==> src/rtl/bitop_pkg.sv <==
package bitop_pkg;

    typedef enum logic [1:0] {
        ST_IDLE  = 2'd0,
        ST_READ  = 2'd1,
        ST_WRITE = 2'd2
    } bitop_state_e;

    // Action code; bit 1 distinguishes the test actions from the rewriting ones
    typedef enum logic [1:0] {
        ACT_CLR  = 2'b00,
        ACT_SET  = 2'b01,
        ACT_TCLR = 2'b10,
        ACT_TSET = 2'b11
    } bitop_act_e;

    localparam int unsigned GROUP_W    = 2;
    localparam logic [1:0]  GROUP_CODE = 2'b01;

    function automatic logic act_is_test(input bitop_act_e a);
        return a == ACT_TCLR || a == ACT_TSET;
    endfunction

endpackage

==> src/rtl/bitop_decode.sv <==
module bitop_decode
    import bitop_pkg::*;
#(
    parameter int unsigned INSTR_W = 14,
    parameter int unsigned ADDR_W  = 7,
    parameter int unsigned IDX_W   = 3
) (
    input  logic [INSTR_W-1:0] word,
    output logic               hit,
    output bitop_act_e         act,
    output logic [IDX_W-1:0]   idx,
    output logic [ADDR_W-1:0]  addr
);
    localparam int unsigned IDX_LO = ADDR_W;
    localparam int unsigned ACT_LO = ADDR_W + IDX_W;
    localparam int unsigned GRP_LO = ACT_LO + 2;

    always_comb begin
        addr = word[ADDR_W-1:0];
        idx  = word[IDX_LO +: IDX_W];
        act  = bitop_act_e'(word[ACT_LO +: 2]);
        hit  = (word[GRP_LO +: GROUP_W] == GROUP_CODE);
    end
endmodule

==> src/rtl/bitop_modify.sv <==
module bitop_modify #(
    parameter int unsigned DATA_W = 8,
    parameter int unsigned IDX_W  = 3
) (
    input  logic [DATA_W-1:0] old_byte,
    input  logic [IDX_W-1:0]  idx,
    input  logic              force_val,
    output logic [DATA_W-1:0] new_byte,
    output logic              sel_bit
);
    logic [DATA_W-1:0] sel_mask;

    for (genvar i = 0; i < DATA_W; i++) begin : g_bit
        assign sel_mask[i] = (idx == IDX_W'(i));
        assign new_byte[i] = sel_mask[i] ? force_val : old_byte[i];
    end

    assign sel_bit = |(old_byte & sel_mask);
endmodule

==> src/rtl/bitop_unit.sv <==
module bitop_unit
    import bitop_pkg::*;
#(
    parameter int unsigned INSTR_W = 14,
    parameter int unsigned DATA_W  = 8,
    parameter int unsigned ADDR_W  = 7
) (
    input  logic              clk,
    input  logic              rst_n,
    input  logic              instr_valid,
    input  logic [13:0]       instr_word,
    output logic [ADDR_W-1:0] rf_rd_addr,
    input  logic [DATA_W-1:0] rf_rd_data,
    output logic              rf_wr_en,
    output logic [ADDR_W-1:0] rf_wr_addr,
    output logic [DATA_W-1:0] rf_wr_data,
    output logic              skip_req
);
    localparam int unsigned IDX_W = $clog2(DATA_W);

    bitop_state_e      state_q, state_d;
    logic              dec_hit;
    bitop_act_e        dec_act, act_q;
    logic [IDX_W-1:0]  dec_idx, idx_q;
    logic [ADDR_W-1:0] dec_addr, addr_q;
    logic [DATA_W-1:0] mod_byte;
    logic              sel_bit;
    logic              accept;

    bitop_decode #(
        .INSTR_W(INSTR_W), .ADDR_W(ADDR_W), .IDX_W(IDX_W)
    ) u_decode (
        .word(instr_word), .hit(dec_hit), .act(dec_act),
        .idx(dec_idx), .addr(dec_addr)
    );

    bitop_modify #(
        .DATA_W(DATA_W), .IDX_W(IDX_W)
    ) u_modify (
        .old_byte(rf_rd_data), .idx(idx_q), .force_val(act_q == ACT_SET),
        .new_byte(mod_byte), .sel_bit(sel_bit)
    );

    assign accept = (state_q == ST_IDLE) && instr_valid && dec_hit;

    // Next-state logic
    always_comb begin
        state_d = state_q;
        unique case (state_q)
            ST_IDLE:  if (accept) state_d = ST_READ;                      // ACCEPT
            ST_READ:  state_d = act_is_test(act_q) ? ST_IDLE : ST_WRITE;  // TEST_DONE / TO_WRITE
            ST_WRITE: state_d = ST_IDLE;                                  // WRITE_DONE
            default:  state_d = ST_IDLE;
        endcase
    end

    // State register
    always_ff @(posedge clk or negedge rst_n) begin
        if (!rst_n) state_q <= ST_IDLE;
        else        state_q <= state_d;
    end

    // Field capture on acceptance
    always_ff @(posedge clk or negedge rst_n) begin
        if (!rst_n) begin
            act_q  <= ACT_CLR;
            idx_q  <= '0;
            addr_q <= '0;
        end else if (accept) begin
            act_q  <= dec_act;
            idx_q  <= dec_idx;
            addr_q <= dec_addr;
        end
    end

    // Registered outputs
    always_ff @(posedge clk or negedge rst_n) begin
        if (!rst_n) begin
            rf_wr_en   <= 1'b0;
            rf_wr_data <= '0;
            skip_req   <= 1'b0;
        end else begin
            rf_wr_en <= 1'b0;
            skip_req <= 1'b0;
            if (state_q == ST_READ) begin
                if (act_is_test(act_q)) begin
                    skip_req <= (act_q == ACT_TSET) ? sel_bit : ~sel_bit;
                end else begin
                    rf_wr_en   <= 1'b1;
                    rf_wr_data <= mod_byte;
                end
            end
        end
    end

    assign rf_rd_addr = addr_q;
    assign rf_wr_addr = addr_q;
endmodule

==> config.mk <==
export PLATFORM = sky130hd
export DESIGN_NAME = bitop_unit
export DESIGN_NICKNAME = d
export VERILOG_FILES = /design/src/rtl/bitop_pkg.sv /design/src/rtl/bitop_decode.sv /design/src/rtl/bitop_modify.sv /design/src/rtl/bitop_unit.sv
export SDC_FILE = /design/constraint.sdc
export NUM_CORES = 1
export LEC_CHECK = 0
export ABC_AREA = 1
export BUFFER_PORTS_ARGS = -buffer_cell sky130_fd_sc_hd__buf_2
export CAP_MARGIN = 25
export CORE_MARGIN = 5
export CORE_UTILIZATION = 43
export CTS_CLUSTER_SIZE = 25
export DETAILED_ROUTE_END_ITERATION = 8
export PLACE_DENSITY_LB_ADDON = 0.12
export SLEW_MARGIN = 20
export SYNTH_ARGS = -nofsm -noshare
export SYNTH_HDL_FRONTEND = slang
export SYNTH_SLANG_ARGS = --single-unit
==> constraint.sdc <==
create_clock -name clk -period 1 [get_ports clk]
set_input_delay 0.2 -clock clk [delete_from_list [all_inputs] [get_ports clk]]
set_output_delay 0.2 -clock clk [all_outputs]
set_load 0.005 [all_outputs]
==> flow_summary.toml, run 1 <==
[outcome]
run_status = "finished with violations"
violations = "setup timing"

[route]
wl_met1_mm = 1.33
first_iter_violations = 41
drt-total-wl_mm = 3.35
drt_pass1_iterations = 4
antenna_left = 0
dr_wl_met3_um = 219
viasPerCell = 5.16
drc_errors = 0
top_layer = "met4"
num_vias = 1208
wl_met2_mm = 1.79
wl_per_cell_um = 14.3

[global_routing]
grt_pass1_wl_mm = 4.97
grt_use_total_pct = 15.1
grt_start_max_net_pins = 25
globalRoute.totalOverflow = 0
grt_pass1_vias = 1124
grt_antenna_before_repair = 0

[floorplanning]
placementRows = 19
ios = 49
die_x_um = 63.2
die_area_um2 = 3990
core-area_um2 = 2730
start_util_pct = 44.5
die_h_um = 63.2

[yosys]
avgSynthCellArea_um2 = 8.94
yosysTopAreaCell = "dfrtp_1"
netlist-cell-type-count = 19
syn-num-nets = 161
synth_area_leaders = "dfrtp_1 (49%), nand2_1 (14%), buf_6 (5.6%)"
syn-cell-area_um2 = 1220
syn_inst = 136
synth_top_area_share_pct = 49.4
ys_ff_latch = 24
synth-seq-area-share_pct = 49.4
yosys_warnings = 0

[setup_path]
crit_type = "flop to flop"
crit_required_ns = 1.21
cpPeakStageDelay_ns = 0.47
cp_slowest_cell = "dfrtp_2"
critPathMaxFanout = 5
cp-end-kind = "flop"
timing.critical_path.mode_cell = "nand2_1"
reg2reg_from = "idx_q[2]"
critPathBufInv = 1
cp_top_family = "simple AND/OR/NAND/NOR gates"
critPathLaunch = "idx_q[2]"
critPathLaunchType = "flop"
cp_cell_sequence = "buf_6 > nand4_1 > nand2_1 > nor2_2 > nand3_1 > nand2_1 > nor2_1"
arrival_ns = 1.42

[final_layout]
num_antenna_cells = 0
area.growth.synth_to_final_pct = 47.6
nets = 229
num-fill-cells = 240
final_common_cell = "buf_2"
final_cell_count_no_fill = 234
layout-drive-gt1-share_pct = 53.2
mostFrequentLayoutCells = "buf_2 (48), nand2_1 (36), dfrtp_1 (20)"

[sta]
rsz0062_at_grt = "true"
fin_crit_ns = 1.21
hold_violations = 0
finalClockSkew_ns = 0.00501
slew_headroom_pct = 84.8
slew_viol_final = 0
fin_crit_sh_pct = 121
tightest_slew_ns = 0.227
clock.fmax_ghz = 0.829
setup_slack_ns = -0.206
setup_viol = 46

[placement]
gp_congestion = 0.819
dpl.hpwl_mm = 2.17
place_inst = 213
port_buffers = 48

[clocking]
cts_tree = "built"
numCtsBuffers = 3
clk_pin_slew_ns = 0.13
clock-sinks = 24
clockBufferDepth = 2
clock-root-buffer = "clkbuf_4"
htreeDepth = 1
insertion_delay_ns = 0.30

[pwr]
ir_worst_vdd_uv = 1240
leakagePower_uw = 0.000918
power_uw = 3110
power.density_nw_per_um2 = 1730

[min_path]
hold_start = "instr_word[1]"
hp-class = "primary input to flop"

[flow_run]
cap_violations = 0
## repair_timing
item	CTS	global route
setup buffers	2	12
pin swaps	0	19
hold endpoints to repair	24	0
cloned	1	1
hold buffers	1	0
endpoints found under the setup margin	45	46
resized for setup	9	28
## synth_stat cells (all sizes together)
cell type and count:
nand2 46, dfrtp 24, buf 13, nor2 9, nand3 8, o211ai 8, inv 7, o21a 7
nand4 6, o21ai 5, a21oi 1, and3 1, nor3 1
## flip-flops by register name, summed over array words and instances, names as in the netlist
signal	count
rf_wr_data	8
rf_rd_addr	7
idx_q	3
act_q	2
state_q	2
rf_wr_en	1
skip_req	1
## final timing paths
check,end,slack [ns],cells past startpoint
worst max register to register,skip_req,-0.21,7
worst max-delay path,skip_req,-0.21,7
min in group asynchronous,rf_wr_data[0],0.35,3
worst min register to register,rf_rd_addr[3],0.51,2
worst min-delay path,rf_rd_addr[1],0.08,3
max in group asynchronous,act_q[1],0.48,3
## metal layers
layer	GRT usage [%]	vias up
li1	-	582
met1	18.4	583
met2	27.1	41
met3	3.73	2
met4	2.34	0
met5	0	-
## worst min-delay path, cell delays in order
cell	delay [ns]
buf_2	0.07
nand2_1	0.04
nand2_1	0.04
## power breakdown
group | internal [µW] | switching (µW) | total (µW)
Sequential | 1200 | 183 | 1380
Clock | 222 | 278 | 500
Combinational | 674 | 557 | 1230
## per-stage QoR
stage | TNS [ns] | instance area (µm²) | utilization [%] | hold slack (ns) | setup slack (ns)
finish | -3.85 | 1800 | 65.7 | 0.0766 | -0.206
global route | -6.31 | 1800 | 65.7 | 0.0599 | -0.239
CTS | -3.72 | 1580 | 57.8 | 0.0628 | -0.142
detailed placement | -2.75 | 1500 | 54.8 | 0.151 | -0.247
global placement | -1.92 | 1500 | 54.8 | 0.150 | -0.170
floorplan | -0.131 | 1220 | - | -0.0956 | -0.0665
## area by class of cell
cell class | instances | area [µm²] | area share (%)
Tap cell | 31 | 38.8 | 2.16
Sequential cell | 24 | 606 | 33.7
Timing Repair Buffer | 75 | 524 | 29.2
Clock buffer | 4 | 36.3 | 2.02
Inverter | 7 | 46.3 | 2.58
Multi-Input combinational cell | 93 | 544 | 30.3
## logic make-up after synthesis
kind of cell | synth area share [%]
AO/OA/AOI/OAI | 12.0
buffers and inverters | 12.4
flip-flops | 49.4
AND/OR/NAND/NOR | 26.1
Note: power is estimated with default switching activity, not from simulation.
==> run 2, diff against run 1 <==
Settings changed: ABC_AREA 1 to not set, CORE_UTILIZATION 43 to 42.
==> flow_summary.toml, run 2 <==
[yosys]
async_flop_share_pct = 100
syn-cell-area_um2 = 1160
synth_top_flop_cell = "dfrtp_1"
syn-num-nets = 120
synth_edf_count = 0
synth_area_leaders = "dfrtp_1 (52%), mux2_2 (12%), mux2i_1 (11%)"
synth-seq-area-share_pct = 51.7
synth.most_common_cell = "dfrtp_1"
netlist-cell-type-count = 19
avgSynthCellArea_um2 = 12.2
yosysTopAreaCell = "dfrtp_1"
synth_top_area_share_pct = 51.7
synthTopCellsByCount = "dfrtp_1 (24), mux2i_1 (13), mux2_2 (12), nor2_1 (9), a21oi_1 (8)"
syn_inst = 95
ys_ff_latch = 24
yosys_warnings = 0

[setup_path]
cpPeakStageDelay_ns = 0.41
crit_cells = 4
cp_cell_sequence = "nor2_1 > and4b_2 > buf_12 > mux2_2"
crit_type = "flop to flop"
arrival_ns = 1.58
critPathLaunchType = "flop"
r2r_cells = 4
cp-end-kind = "flop"
crit_required_ns = 1.21
critPathMaxFanout = 12
critPathBufInv = 1
cp_top_family = "flip-flops"
cp_slowest_cell = "dfrtp_1"

[final_layout]
num_antenna_cells = 0
mostFrequentLayoutCells = "buf_2 (48), buf_4 (25), dfrtp_1 (21)"
final_common_cell = "buf_2"
layout-drive-gt1-share_pct = 64.8
top_register = "rf_wr_data"
num-fill-cells = 231
largest_reg_flops = 8
nets = 191
area.growth.synth_to_final_pct = 50.5

[global_routing]
globalRoute.totalOverflow = 0
grt_pass1_wl_mm = 4.60
grt_use_total_pct = 14.2
grt_antenna_before_repair = 0
grt_pass1_vias = 1066
grt_start_max_net_pins = 25

[route]
drt-total-wl_mm = 2.63
drt_pass1_iterations = 3
drc_errors = 0
first_iter_violations = 29
wl_per_cell_um = 13.4
antenna_left = 0
num_vias = 957
viasPerCell = 4.88

[sta]
rsz0062_at_grt = "true"
fin_crit_sh_pct = 137
setup_slack_ns = -0.372
tightest_slew_ns = 0.257
fin_hold_ws_ns = 0.107
fin_crit_ns = 1.37
setup_viol = 46
slew_viol_final = 0
clock.fmax_ghz = 0.729
slew_headroom_pct = 82.8
finalClockSkew_ns = 0.00366
hold_violations = 0

[pwr]
internal_power_uw = 2370
ir_worst_vdd_uv = 1420
switching_share_pct = 29.5
leakagePower_uw = 0.000876
p_switching_uw = 996
power_frac_seq_pct = 42.2
clkPwrFrac_pct = 15.2
power_frac_comb_pct = 42.6
power.density_nw_per_um2 = 1930
power_uw = 3370

[floorplanning]
die_area_um2 = 3920
start_util_pct = 42.8
ios = 49
core-area_um2 = 2710
placementRows = 19
die_x_um = 62.6
die_h_um = 62.6

[outcome]
violations = "setup timing"
run_status = "finished with violations"

[placement]
dpl.hpwl_mm = 1.85
port_buffers = 48
gp_congestion = 0.759

[clocking]
numCtsBuffers = 3
insertion_delay_ns = 0.31
cts_tree = "built"
clock-root-buffer = "clkbuf_4"
htreeDepth = 1
clk_pin_slew_ns = 0.13
clockBufferDepth = 2
clock-sinks = 24

[flow_run]
cap_violations = 0

[min_path]
hold_depth = 2
hp-class = "primary input to flop"
## run 2: changes by cell type after synthesis, moves of 3 or more
| cell | change |
|---|---|
| buf_6 | -5 |
| nor3b_1 | +4 |
| mux2i_1 | +13 |
| mux2_2 | +12 |
| nand3_1 | -7 |
| nand2_1 | -45 |
| nand3b_1 | +3 |
| nand4_1 | -6 |
| a21oi_1 | +7 |
| o211ai_1 | -8 |
| clkbuf_1 | +5 |
| o21ai_0 | -4 |
| o21a_1 | -7 |
| inv_1 | -3 |
## run 2: final timing paths
check                                from       endpoint  slack (ns)
max in group asynchronous           rst_n       idx_q[0]        0.51
min                        instr_word[11]       act_q[1]        0.11
max                            state_q[1]       idx_q[2]       -0.37
max reg2reg                    state_q[1]       idx_q[2]       -0.37
min reg2reg                 rf_rd_addr[6]  rf_rd_addr[6]        0.54
min in group asynchronous           rst_n  rf_wr_data[4]        0.33
## run 2: timing repair
action | CTS | global route
resized for setup | 22 | 4
buffers inserted | 9 | 11
endpoints found under the hold margin | 24 | 0
hold buffers | 1 | 0
pin swaps | 4 | 3
endpoints found under the setup margin | 46 | 47
## run 2: logic make-up after synthesis
| group | Yosys count | share of synthesized area [%] |
|---|---|---|
| simple gates | 23 | 12.5 |
| buf+inv | 14 | 7.54 |
| flops | 24 | 51.7 |
| compound gates | 8 | 3.45 |
| mux | 26 | 24.8 |
## run 2: layout make-up
class / instances / area, µm² / area share (%)
Sequential cell: 24 / 604 / 34.6
Multi-Input combinational cell: 57 / 546 / 31.2
Timing Repair Buffer: 80 / 523 / 29.9
Tap cell: 31 / 38.8 / 2.22
Clock buffer: 4 / 36.3 / 2.08
## run 2: power by group through the flow
stage	clock, µW	combinational, µW	sequential, µW
global placement	0	957	1430
detailed placement	0	971	1440
floorplan	0	608	1410
global route	588	1590	1470
finish	513	1430	1420
CTS	531	1230	1430
## run 2: worst register-to-register path: stages (launching register included)
cell and delay, ns:
dfrtp_1 0.41, nor2_1 0.11, and4b_2 0.27, buf_12 0.15
mux2_2 0.33
## run 2: per-stage QoR
| step | setup TNS (ns) | utilization [%] | setup WS [ns] | cells | area [µm²] |
|---|---|---|---|---|---|
| final | -7.29 | 64.5 | -0.372 | 196 | 1750 |
| after global routing | -10.30 | 64.5 | -0.440 | 196 | 1750 |
| after CTS | -7.57 | 61.3 | -0.350 | 186 | 1660 |
| after detailed placement | -6.66 | 54.3 | -0.366 | 172 | 1470 |
| after global placement | -6.31 | 54.3 | -0.378 | 172 | 1470 |
| after floorplan | -6.17 | - | -0.378 | 95 | 1170 |
## run 2: per-layer routing
metal  track usage, %  routed length [µm]  vias up
met5                0                   0        -
met4             4.77                  21        0
met2             26.6                1390       29
li1                 -                   -      468
met3             3.42                 185        2
met1             15.4                1030      458
